[src/rtl/chan_alloc_pkg.sv]
package chan_alloc_pkg;

    typedef enum logic [1:0] {
        RSP_NONE   = 2'd0,
        RSP_GRANT  = 2'd1,
        RSP_WAIT   = 2'd2,
        RSP_REJECT = 2'd3
    } rsp_e;

    typedef enum logic [1:0] {
        ACT_GRANT,
        ACT_PARK,
        ACT_REFUSE
    } req_act_e;

    function automatic int unsigned width_of(input int unsigned n);
        return (n > 1) ? $clog2(n) : 1;
    endfunction

endpackage

[src/rtl/chan_alloc_pick.sv]
module chan_alloc_pick #(
    parameter int NCH = 2,
    parameter int CHW = 1
) (
    input  logic [NCH-1:0] allow,
    output logic           found,
    output logic [CHW-1:0] idx
);
    // Ascending scan: the last match, i.e. the highest index, wins.
    always_comb begin
        found = 1'b0;
        idx   = '0;
        for (int c = 0; c < NCH; c++) begin
            if (allow[c]) begin
                found = 1'b1;
                idx   = CHW'(c);
            end
        end
    end
endmodule

[src/rtl/chan_alloc_queue.sv]
module chan_alloc_queue #(
    parameter int NCH   = 2,
    parameter int CHW   = 1,
    parameter int IDW   = 4,
    parameter int DEPTH = 8,
    parameter int IXW   = 3,
    parameter int CNTW  = 4
) (
    input  logic            clk,
    input  logic            rst,
    input  logic [CHW-1:0]  srch_chan,
    input  logic            rm_en,
    input  logic            push_en,
    input  logic [IDW-1:0]  push_id,
    input  logic [NCH-1:0]  push_mask,
    output logic [CNTW-1:0] count,
    output logic [CNTW-1:0] cnt_mid,
    output logic            hit,
    output logic [IXW-1:0]  hit_idx,
    output logic [IDW-1:0]  hit_id
);
    logic [IDW-1:0] slot_id   [DEPTH];
    logic [NCH-1:0] slot_mask [DEPTH];

    assign cnt_mid = count - CNTW'(rm_en);

    // Oldest live entry accepting srch_chan: descending scan, lowest index wins.
    always_comb begin
        hit     = 1'b0;
        hit_idx = '0;
        for (int k = DEPTH - 1; k >= 0; k--) begin
            if (CNTW'(k) < count && slot_mask[k][srch_chan]) begin
                hit     = 1'b1;
                hit_idx = IXW'(k);
            end
        end
    end

    assign hit_id = slot_id[hit_idx];

    for (genvar g = 0; g < DEPTH; g++) begin : g_slot
        logic [IDW-1:0] id_r;
        logic [NCH-1:0] mask_r;
        logic [IDW-1:0] up_id;
        logic [NCH-1:0] up_mask;

        if (g < DEPTH - 1) begin : g_up
            assign up_id   = slot_id[g+1];
            assign up_mask = slot_mask[g+1];
        end else begin : g_top
            assign up_id   = '0;
            assign up_mask = '0;
        end

        always_ff @(posedge clk) begin
            if (rst) begin
                id_r   <= '0;
                mask_r <= '0;
            end else if (push_en && CNTW'(g) == cnt_mid) begin
                id_r   <= push_id;
                mask_r <= push_mask;
            end else if (rm_en && IXW'(g) >= hit_idx) begin
                id_r   <= up_id;
                mask_r <= up_mask;
            end
        end

        assign slot_id[g]   = id_r;
        assign slot_mask[g] = mask_r;
    end

    always_ff @(posedge clk) begin
        if (rst) count <= '0;
        else     count <= cnt_mid + CNTW'(push_en);
    end

    assert_no_overflow_R4: assert property (@(posedge clk) disable iff (rst)
        push_en |-> (cnt_mid < CNTW'(DEPTH)));

    assert_live_removal_R7: assert property (@(posedge clk) disable iff (rst)
        rm_en |-> (hit && CNTW'(hit_idx) < count));

    assert_count_bound_R3: assert property (@(posedge clk) disable iff (rst)
        count <= CNTW'(DEPTH));
endmodule

[src/rtl/chan_alloc.sv]
module chan_alloc
    import chan_alloc_pkg::*;
#(
    parameter int NCH   = 2,
    parameter int IDW   = 4,
    parameter int DEPTH = 8,
    localparam int CHW  = width_of(NCH),
    localparam int IXW  = width_of(DEPTH),
    localparam int CNTW = $clog2(DEPTH + 1)
) (
    input  logic               clk,
    input  logic               rst,
    input  logic               req_valid,
    input  logic [IDW-1:0]     req_id,
    input  logic [NCH-1:0]     req_mask,
    input  logic               rel_valid,
    input  logic [CHW-1:0]     rel_chan,
    output logic               rsp_valid,
    output logic [1:0]         rsp_code,
    output logic [CHW-1:0]     rsp_chan,
    output logic               start_valid,
    output logic [IDW-1:0]     start_id,
    output logic [CHW-1:0]     start_chan,
    output logic [NCH-1:0]     chan_busy,
    output logic [NCH*IDW-1:0] owner_ids
);
    logic [NCH-1:0] busy_q;
    logic [IDW-1:0] owner_q [NCH];

    logic            rel_ok;
    logic            rm_en;
    logic            q_hit;
    logic [IXW-1:0]  q_hit_idx;
    logic [IDW-1:0]  q_hit_id;
    logic [CNTW-1:0] q_count;
    logic [CNTW-1:0] q_cnt_mid;
    logic [NCH-1:0]  busy_mid;
    logic            pick_found;
    logic [CHW-1:0]  pick_idx;
    req_act_e        act;
    logic            push_en;

    // Release stage first.
    assign rel_ok = rel_valid && busy_q[rel_chan];
    assign rm_en  = rel_ok && q_hit;

    always_comb begin
        busy_mid = busy_q;
        if (rel_ok && !q_hit) busy_mid[rel_chan] = 1'b0;
    end

    chan_alloc_queue #(
        .NCH(NCH), .CHW(CHW), .IDW(IDW), .DEPTH(DEPTH), .IXW(IXW), .CNTW(CNTW)
    ) u_queue (
        .clk       (clk),
        .rst       (rst),
        .srch_chan (rel_chan),
        .rm_en     (rm_en),
        .push_en   (push_en),
        .push_id   (req_id),
        .push_mask (req_mask),
        .count     (q_count),
        .cnt_mid   (q_cnt_mid),
        .hit       (q_hit),
        .hit_idx   (q_hit_idx),
        .hit_id    (q_hit_id)
    );

    // Request stage sees the post-release state.
    chan_alloc_pick #(.NCH(NCH), .CHW(CHW)) u_pick (
        .allow (req_mask & ~busy_mid),
        .found (pick_found),
        .idx   (pick_idx)
    );

    always_comb begin
        if (pick_found)                                       act = ACT_GRANT;
        else if (req_mask == '0 || q_cnt_mid == CNTW'(DEPTH)) act = ACT_REFUSE;
        else                                                  act = ACT_PARK;
    end

    assign push_en = req_valid && (act == ACT_PARK);

    always_ff @(posedge clk) begin
        if (rst) begin
            busy_q <= '0;
            for (int c = 0; c < NCH; c++) owner_q[c] <= '0;
        end else begin
            busy_q <= busy_mid;
            if (rm_en) owner_q[rel_chan] <= q_hit_id;
            if (req_valid && act == ACT_GRANT) begin
                busy_q[pick_idx]  <= 1'b1;
                owner_q[pick_idx] <= req_id;
            end
        end
    end

    always_ff @(posedge clk) begin
        if (rst) begin
            rsp_valid   <= 1'b0;
            rsp_code    <= RSP_NONE;
            rsp_chan    <= '0;
            start_valid <= 1'b0;
            start_id    <= '0;
            start_chan  <= '0;
        end else begin
            rsp_valid <= req_valid;
            rsp_chan  <= '0;
            if (!req_valid) rsp_code <= RSP_NONE;
            else begin
                case (act)
                    ACT_GRANT: begin
                        rsp_code <= RSP_GRANT;
                        rsp_chan <= pick_idx;
                    end
                    ACT_PARK: rsp_code <= RSP_WAIT;
                    default:  rsp_code <= RSP_REJECT;
                endcase
            end
            start_valid <= rm_en;
            start_id    <= rm_en ? q_hit_id : '0;
            start_chan  <= rm_en ? rel_chan : '0;
        end
    end

    assign chan_busy = busy_q;
    for (genvar c = 0; c < NCH; c++) begin : g_own
        assign owner_ids[c*IDW +: IDW] = owner_q[c];
    end

    assert_grant_owned_R2: assert property (@(posedge clk) disable iff (rst)
        (rsp_valid && rsp_code == RSP_GRANT) |-> (busy_q[rsp_chan] && owner_q[rsp_chan] == $past(req_id)));

    assert_start_owned_R7: assert property (@(posedge clk) disable iff (rst)
        start_valid |-> (busy_q[start_chan] && owner_q[start_chan] == start_id));

    assert_distinct_chan_R9: assert property (@(posedge clk) disable iff (rst)
        (start_valid && rsp_valid && rsp_code == RSP_GRANT) |-> (start_chan != rsp_chan));

    assert_idle_release_R8: assert property (@(posedge clk) disable iff (rst)
        (rel_valid && !busy_q[rel_chan] && !req_valid) |=> (!start_valid && busy_q == $past(busy_q)));

    assert_zero_mask_R5: assert property (@(posedge clk) disable iff (rst)
        (req_valid && req_mask == '0) |=> (rsp_code == RSP_REJECT));
endmodule

[config.mk]
export PLATFORM = sky130hd
export DESIGN_NAME = chan_alloc
export DESIGN_NICKNAME = d
export VERILOG_FILES = /design/src/rtl/chan_alloc_pkg.sv /design/src/rtl/chan_alloc_pick.sv /design/src/rtl/chan_alloc_queue.sv /design/src/rtl/chan_alloc.sv
export SDC_FILE = /design/constraint.sdc
export NUM_CORES = 1
export LEC_CHECK = 0
export ABC_AREA = 1
export ABC_CLOCK_PERIOD_IN_PS = 4300
export BUFFER_PORTS_ARGS = -buffer_cell sky130_fd_sc_hd__buf_2
export CAP_MARGIN = 30
export CORE_MARGIN = 2
export CORE_UTILIZATION = 60
export CTS_CLUSTER_DIAMETER = 120
export DETAILED_ROUTE_END_ITERATION = 16
export PLACE_DENSITY = 0.85
export SLEW_MARGIN = 20
export SYNTH_ARGS = -nofsm -noshare
export SYNTH_HDL_FRONTEND = slang
export SYNTH_SLANG_ARGS = --single-unit
export TNS_END_PERCENT = 5
[constraint.sdc]
create_clock -name clk -period 4.3 [get_ports clk]
set_clock_uncertainty 0.2 [all_clocks]
set_input_delay 0.43 -clock clk [delete_from_list [all_inputs] [get_ports clk]]
set_output_delay 0.43 -clock clk [all_outputs]
set_load 0.01 [all_outputs]
**Word-level counts from Yosys, hierarchy flattened**

Memories as Yosys holds them, arrays and structs flattened.
Index checks and enable logic that the tools add are counted.

- Reduce and logical (&&, ||, !) cells: 49
- Multiplexer cells: 95
- Eq/ne operators: 9
- Order comparisons: 21
- $add $sub $neg: 2
- Bitwise operators: 9

Operator list:

| kind | number |
|---|---|
| 2-to-1 mux 4 bit | 20 |
| 2-to-1 mux 1 bit | 43 |
| 2-to-1 mux 2 bit | 20 |
| logical AND 1 bit | 31 |
| 2-to-1 mux 3 bit | 8 |
| equality test 3 x 4 -> 1 bit, first input constant | 4 |
| < comparator 3 x 4 -> 1 bit, first input constant | 4 |
| nonzero test 2 bit | 8 |
| binary-select mux 4 bit (select 3 bit) | 1 |
| greater-or-equal comparator 3 bit, first input constant | 4 |
| equality test 2 x 4 -> 1 bit, first input constant | 2 |
| < comparator 1 x 4 -> 1 bit, first input constant | 2 |
| < comparator 2 x 4 -> 1 bit, first input constant | 2 |
| OR reduction 4 bit | 2 |
| greater-or-equal comparator 1 x 3 -> 1 bit, first input constant | 2 |
| greater-or-equal comparator 2 x 3 -> 1 bit, first input constant | 2 |
| adder 4 x 1 -> 4 bit | 1 |
| AND 2 bit | 2 |
| equality test 1 x 4 -> 1 bit, first input constant | 1 |
| equality test 4 bit, second input constant | 1 |
| greater-or-equal comparator 4 bit, second input constant | 1 |
| logical NOT 2 bit | 2 |
| logical NOT 4 bit | 1 |
| < comparator 1 x 2 -> 1 bit, second input constant | 2 |
| 13 further kinds | 19 |

- Word-level logic and storage cells: 210
- Output and inout bits: 20
- Bits in writable memories: 8
- Memories kept: 1
- Register bits: 64

Memories:

| memory | words | width | rd ports | clocked after Yosys merged registers in | wr ports | RTL line | RTL |
|---|---|---|---|---|---|---|---|
| owner_q | 2 | 4 | 2 | 0 | 2 | chan_alloc.sv:28 | `logic [IDW-1:0] owner_q [NCH];` |

**Longest topological paths before layout**

- Depth after elaboration: 26
- Depth in mapped cells: 20
- Gate-level depth less buffers: 19

**Cells and area by module**

From an unflattened synthesis, not the netlist that was laid out.

- Cell total of the unflattened synthesis: 657
- Area total of the unflattened synthesis: 4,286.6 µm²

By module, submodules not included:

| module | instances | area an instance (µm²) | cells an instance | seq. area each (µm²) |
|---|---|---|---|---|
| chan_alloc_queue | 1 | 3,409.5 | 556 | 1,041.0 |
| chan_alloc | 1 | 858.3 | 97 | 480.5 |
| chan_alloc_pick | 1 | 18.8 | 4 | 0.0 |

**Worst setup path before layout**

OpenSTA, ideal clock, no wires.

- Path type: in2reg
- From: input rel_chan
- To: register u_queue.count[2]
- Path slack: 319 ps
- Arrival: 3,652 ps
- Cell stages on the path: 18
- Path buffers: 1
- Path through: buf_4 nor2_2 inv_1 nand2_1 nand2_1 nor2_4 nand2_1 nand2_2 clkinv_1 ha_1 ha_1 nand2_1 o32ai_1 nor3_2 ha_1 ha_1 o21ai_0 a21oi_1

- Elaborated cells on any way between the ends: 58

RTL lines:

| element | RTL line | RTL |
|---|---|---|
| from (decl) | chan_alloc.sv:17 | `input logic [CHW-1:0] rel_chan,` |
| 2-to-1 mux 1 bit (not written as such) (2 in series) | chan_alloc_queue.sv:32 | `if (CNTW'(k) < count && slot_mask[k][srch_chan]) begin` |
| logical AND 1 bit | chan_alloc_queue.sv:32 |  |
| 2-to-1 mux 1 bit (8 in series) | chan_alloc_queue.sv:32 |  |
| logical AND 1 bit * | chan_alloc.sv:45 | `assign rm_en = rel_ok && q_hit;` |
| via rm_en | chan_alloc.sv:31 | `logic rm_en;` |
| subtractor 4 x 1 -> 4 bit * | chan_alloc_queue.sv:25 | `assign cnt_mid = count - CNTW'(rm_en);` |
| equality test 4 bit | chan_alloc.sv:78 | `else if (req_mask == '0 \|\| q_cnt_mid == CNTW'(DEPTH)) act = ACT_REFUSE;` |
| logical OR 1 bit | chan_alloc.sv:78 |  |
| 2-to-1 mux 2 bit | chan_alloc.sv:78 |  |
| 2-to-1 mux 2 bit | chan_alloc.sv:77 | `if (pick_found) act = ACT_GRANT;` |
| equality test 2 x 1 -> 1 bit | chan_alloc.sv:82 | `assign push_en = req_valid && (act == ACT_PARK);` |
| logical AND 1 bit | chan_alloc.sv:82 |  |
| adder 4 x 1 -> 4 bit * | chan_alloc_queue.sv:74 | `else count <= cnt_mid + CNTW'(push_en);` |
| to (signal assigned) | chan_alloc_queue.sv:74 |  |
| to (decl) | chan_alloc_queue.sv:16 | `output logic [CNTW-1:0] count,` |

The timed path passes the listed nets; every way through them passes the cells marked *. The select of a mux whose other input is x is not followed.
A chain may end at the register's enable or synchronous reset.

**Worst setup path after layout**

- From: register u_queue.count[3]
- To: register u_queue.g_slot[1].id_r[0]

- Elaborated cells on any way between the ends: 53

RTL lines:

| element | RTL line | RTL |
|---|---|---|
| < comparator 3 x 4 -> 1 bit | chan_alloc_queue.sv:32 |  |
| logical AND 1 bit | chan_alloc_queue.sv:32 |  |
| 2-to-1 mux 1 bit (7 in series) | chan_alloc_queue.sv:32 |  |
| 2-to-1 mux 1 bit * | chan_alloc_queue.sv:32 |  |
| logical AND 1 bit * | chan_alloc.sv:45 |  |
| via rm_en | chan_alloc.sv:31 |  |
| subtractor 4 x 1 -> 4 bit | chan_alloc_queue.sv:25 |  |
| equality test 4 bit | chan_alloc.sv:78 |  |
| logical OR 1 bit | chan_alloc.sv:78 |  |
| 2-to-1 mux 2 bit | chan_alloc.sv:78 |  |
| 2-to-1 mux 2 bit | chan_alloc.sv:77 |  |
| equality test 2 x 1 -> 1 bit | chan_alloc.sv:82 |  |
| logical AND 1 bit | chan_alloc.sv:82 |  |
| logical AND 1 bit | chan_alloc_queue.sv:59 | `end else if (push_en && CNTW'(g) == cnt_mid) begin` |
| 2-to-1 mux 4 bit or nonzero test 2 bit (tied branches) | n/a |  |
| to (signal assigned) | chan_alloc_queue.sv:60 | `id_r <= push_id;` |
| to (signal assigned) | chan_alloc_queue.sv:63 | `id_r <= up_id;` |
| to (decl) | chan_alloc_queue.sv:42 | `logic [IDW-1:0] id_r;` |

The timed path passes the listed nets; every way through them passes the cells marked *.

==> impl_summary.log <==
[metrics] detailed placer's ending HPWL: 8910 um
[metrics] horizontal die dimension: 89.3 um
[metrics] Final ANT Viol Nets: 0
[metrics] filler instances: 618
[metrics] total global-route track usage: 0.319
[metrics] crit path cell chain: nor2_1 -> inv_1 -> nand3_1 -> nand2_1 -> nor2_4 -> nand2_1 -> nand2_2 -> clkinv_1 -> ha_1 -> ha_1 -> nand2_1 -> o32ai_1 -> buf_4 -> nor2_8 -> nand3_2 -> nand2_1 -> nand2_1 -> a21oi_1
[metrics] vias after detailed routing: 4737
[metrics] Hold Crit Depth: 3
[metrics] Cell Rows: 31
[metrics] total grt overflow: 0
[metrics] routed wire length: 12400 um
[metrics] kind of path behind the tightest hold check: in -> reg
[metrics] syn avg cell area: 6.70 um^2
[metrics] part of the Yosys area used for sequential elements: 0.349
[metrics] cell at the slowest stage of the critical path: sky130_fd_sc_hd__nor2_8
[metrics] Primary FF master, synth: sky130_fd_sc_hd__dfxtp_1
[metrics] CTS tree: yes
[metrics] final clock period utilization by the worst path: 0.915
[metrics] register cell area after layout: 1520 um^2
[metrics] post-DR wirelength/cell: 15.9 um
[metrics] Final Hold Vio Count: 0
[metrics] worst min-delay path endpoint: u_queue.g_slot[6].up_mask[0]$_SDFFE_PP0P_
[metrics] top cells by area in the synthesized netlist: sky130_fd_sc_hd__dfxtp_1 29%, sky130_fd_sc_hd__nand2_1 17%, sky130_fd_sc_hd__nand3_1 11%
[metrics] clock latency on the worst-skew pair: 0.35 ns
[metrics] Final Max Tran Viols: 0
[metrics] number of iterations in the first detailed-routing pass: 5
[metrics] number of clock buffers inserted by TritonCTS: 9
[metrics] number of design-rule violations left by the first detailed-router iteration: 592
[metrics] number of antenna violations at the first check in global routing: 1
[metrics] Final setup viols: 0
[metrics] worst stage delay on the critical path: 0.42 ns
[metrics] power density of the placed cells: 296 nW/um^2
[metrics] core footprint: 7140 um^2
[metrics] buffer count from post-CTS setup fixing: 0
[metrics] Maximum Capacitance Violations: 0
[metrics] largest net degree at the start of global routing: 53
[metrics] normalized max-slew margin: 0.405
[metrics] R2R Path Start: u_queue.count[3]$_SDFF_PP0_
[metrics] data required time of the worst path: 4.38 ns
[metrics] DRC errors left: 0
[metrics] number of global-route vias before repair: 4033
[metrics] cell type group with the largest total delay on the critical path: simple AND/OR/NAND/NOR gates
[metrics] number of input and output port buffers inserted: 30
[metrics] number of distinct standard cells referenced by the synthesized netlist: 36
[metrics] Max Buffers Root-to-Sink: 2
[metrics] launch point of the worst hold path: req_mask[0]
[metrics] Placed Cells: 764
[metrics] arrival time at the worst endpoint: 4.02 ns
[metrics] cells on worst reg2reg path: 18
[metrics] count of buffering cells on the critical path with inverters included: 3
[metrics] multi-input combinational cell area: 2460 um^2
[metrics] Placer Congestion: 0.960
[metrics] starting density of the core: 0.612
[metrics] final critical-path required period: 3.93 ns
[metrics] clock root cell: sky130_fd_sc_hd__clkbuf_8
[metrics] Die Y: 89.3 um
[metrics] DR vias/cell: 6.07
[metrics] maximum operating frequency: 254 MHz
[metrics] transition time of the tightest slew-check pin: 0.889 ns
[metrics] Total Die Area: 7970 um^2
[metrics] number of placed I/O pins: 31
[metrics] endpoint of the worst register-to-register path: u_queue.g_slot[0].up_id[0]$_SDFFE_PP0P_
[metrics] leakage power total: 2.11 nW
[metrics] synthesized netlist cell count: 651
[metrics] largest fanout on the critical path: 32
[metrics] clock-pin transition on the worst setup and hold timing paths: 0.08 ns
[metrics] critical path endpoint category: register
[metrics] VDD IR max: 0.179 mV
[metrics] Most Frequent Cell on Critical Path: sky130_fd_sc_hd__nand2_1
[metrics] top-area cell type share of the netlist area: 0.294
[metrics] worst-case register-to-register setup slack: 0.37 ns
[metrics] most repeated cell in the gate-level netlist after synthesis: sky130_fd_sc_hd__nand2_1
[metrics] cell types with the highest counts after synthesis: 197 x sky130_fd_sc_hd__nand2_1, 98 x sky130_fd_sc_hd__nand3_1, 64 x sky130_fd_sc_hd__dfxtp_1
[metrics] setup repair after global routing missed its margin: false
[metrics] number of synthesized flops with an enable pin: 8
[metrics] fraction of synthesis flops using an asynchronous set or reset pin: 0
[metrics] post-route insts no fill: 780
[metrics] layout overhead on the synthesized area: 9.58%
[metrics] total clock sinks: 72
[metrics] cell area after synthesis: 4360 um^2
[metrics] first-pass GRT wire length: 19400 um
[metrics] Overall Power: 1.41 mW
[metrics] fraction of layout instances using a drive strength above 1: 0.138
[metrics] antenna cell count: 0
[metrics] net count after synthesis: 666
[metrics] status: finished clean
[metrics] element type at the critical path start: register
[metrics] cell taking the most area after synthesis: sky130_fd_sc_hd__dfxtp_1
[metrics] number of H-tree levels: 3
[metrics] Net count, final: 691
[metrics] category of the most critical setup path: reg -> reg
[metrics] count of yosys warnings during synthesis: 0
[metrics] total of flip-flops plus latches after synthesis: 72
==> worst max path at each step <==
stage                                     start                                        end  slack (ns)  cells past startpoint
detailed placement                     rel_chan    u_queue.g_slot[0].up_id[0]$_SDFFE_PP0P_      -0.003                     20
CTS                 u_queue.count[3]$_SDFF_PP0_    u_queue.g_slot[0].up_id[0]$_SDFFE_PP0P_        0.30                     18
finish              u_queue.count[3]$_SDFF_PP0_    u_queue.g_slot[0].up_id[0]$_SDFFE_PP0P_        0.37                     18
global route        u_queue.count[3]$_SDFF_PP0_  u_queue.g_slot[2].up_mask[0]$_SDFFE_PP0P_        0.10                     18
floorplan                              rel_chan                u_queue.count[2]$_SDFF_PP0_        0.32                     18
global placement                       rel_chan    u_queue.g_slot[2].up_id[3]$_SDFFE_PP0P_        0.23                     20
==> flip-flops by register name, indices dropped and copies added, names as in the netlist <==
name                    flops
chan_busy                   2
owner_q                     8
rsp_chan                    1
rsp_code                    2
rsp_valid                   1
start_chan                  1
start_id                    4
start_valid                 1
u_queue.count               4
u_queue.g_slot.id_r         4
u_queue.g_slot.mask_r       2
u_queue.g_slot.up_id       28
u_queue.g_slot.up_mask     14
==> stage by stage <==
stage	utilization	cell area (um^2)	setup TNS [ns]	setup slack (ns)	hold WS (ns)
floorplan	-	4360	0	0.319	0.262
global placement	0.639	4560	0	0.231	0.277
detailed placement	0.639	4560	-0.00326	-0.00326	0.285
CTS	0.667	4760	0	0.302	0.182
global route	0.670	4780	0	0.102	0.208
finish	0.670	4780	0	0.367	0.189
==> final cells by class <==
cell class	instances	area share
well taps	99	0.0259
multi-input cells	493	0.515
inverters	55	0.0432
flip-flops and latches	72	0.318
clock inverters	7	0.0165
repair buffers	45	0.0549
clock buffers	9	0.0259
==> worst register-to-register path: cells and delay by family (launching register included) <==
family                   cells  cell delay [ns]
AND/OR/NAND/NOR             11             1.96
adder cells (fa/ha/maj)      2             0.64
buffers and inverters        3             0.49
flip-flops                   1             0.36
AO/OA/AOI/OAI                2             0.22
==> cells in the final DEF (no fill, tap or decap), types with 2 or more instances in the layout <==
master / n
sky130_fd_sc_hd__a21oi_1: 50
sky130_fd_sc_hd__clkbuf_8: 9
sky130_fd_sc_hd__nand4_1: 43
sky130_fd_sc_hd__nor2_4: 2
sky130_fd_sc_hd__edfxtp_1: 8
sky130_fd_sc_hd__nand3_1: 94
sky130_fd_sc_hd__nor3_1: 7
sky130_fd_sc_hd__dfxtp_1: 64
sky130_fd_sc_hd__nor2_2: 4
sky130_fd_sc_hd__inv_2: 5
sky130_fd_sc_hd__buf_2: 30
sky130_fd_sc_hd__ha_1: 4
sky130_fd_sc_hd__a31oi_1: 2
sky130_fd_sc_hd__nand3_2: 7
sky130_fd_sc_hd__o21ai_0: 17
sky130_fd_sc_hd__xor2_1: 2
sky130_fd_sc_hd__inv_1: 49
sky130_fd_sc_hd__inv_6: 2
sky130_fd_sc_hd__nand2_1: 197
sky130_fd_sc_hd__clkinvlp_4: 3
sky130_fd_sc_hd__nand3_4: 4
sky130_fd_sc_hd__nor2_1: 34
sky130_fd_sc_hd__nand2_2: 6
sky130_fd_sc_hd__nand3b_1: 11
sky130_fd_sc_hd__buf_4: 15
==> kinds of logic after synthesis <==
logic type               count (synthesis)  share of synthesized area
buffers and inverters                   86                     0.0912
flip-flops                              72                      0.349
adder cells (fa/ha/maj)                  4                     0.0115
AO/OA/AOI/OAI                           74                     0.0883
XOR/XNOR                                 2                    0.00401
AND/OR/NAND/NOR                        413                      0.456
==> repair_timing <==
item | CTS | global route
hold endpoints to repair | 0 | 0
endpoints found under the setup margin | 0 | 6
hold buffers | 0 | 0
gates resized for setup | 0 | 4
==> layer usage <==
| metal | global-route usage | share of wire | vias to the layer above |
|---|---|---|---|
| li1 | - | - | 2241 |
| met1 | 0.427 | 0.41 | 2149 |
| met2 | 0.504 | 0.46 | 295 |
| met3 | 0.0563 | 0.094 | 50 |
| met4 | 0.141 | 0.038 | 2 |
| met5 | 0 | 0.0011 | - |
==> power by group <==
group	total (mW)	switching, mW	internal (mW)
registers	0.704	0.00924	0.694
logic	0.161	0.118	0.0435
clock network	0.548	0.276	0.273
(Power assumes the default switching activity.)
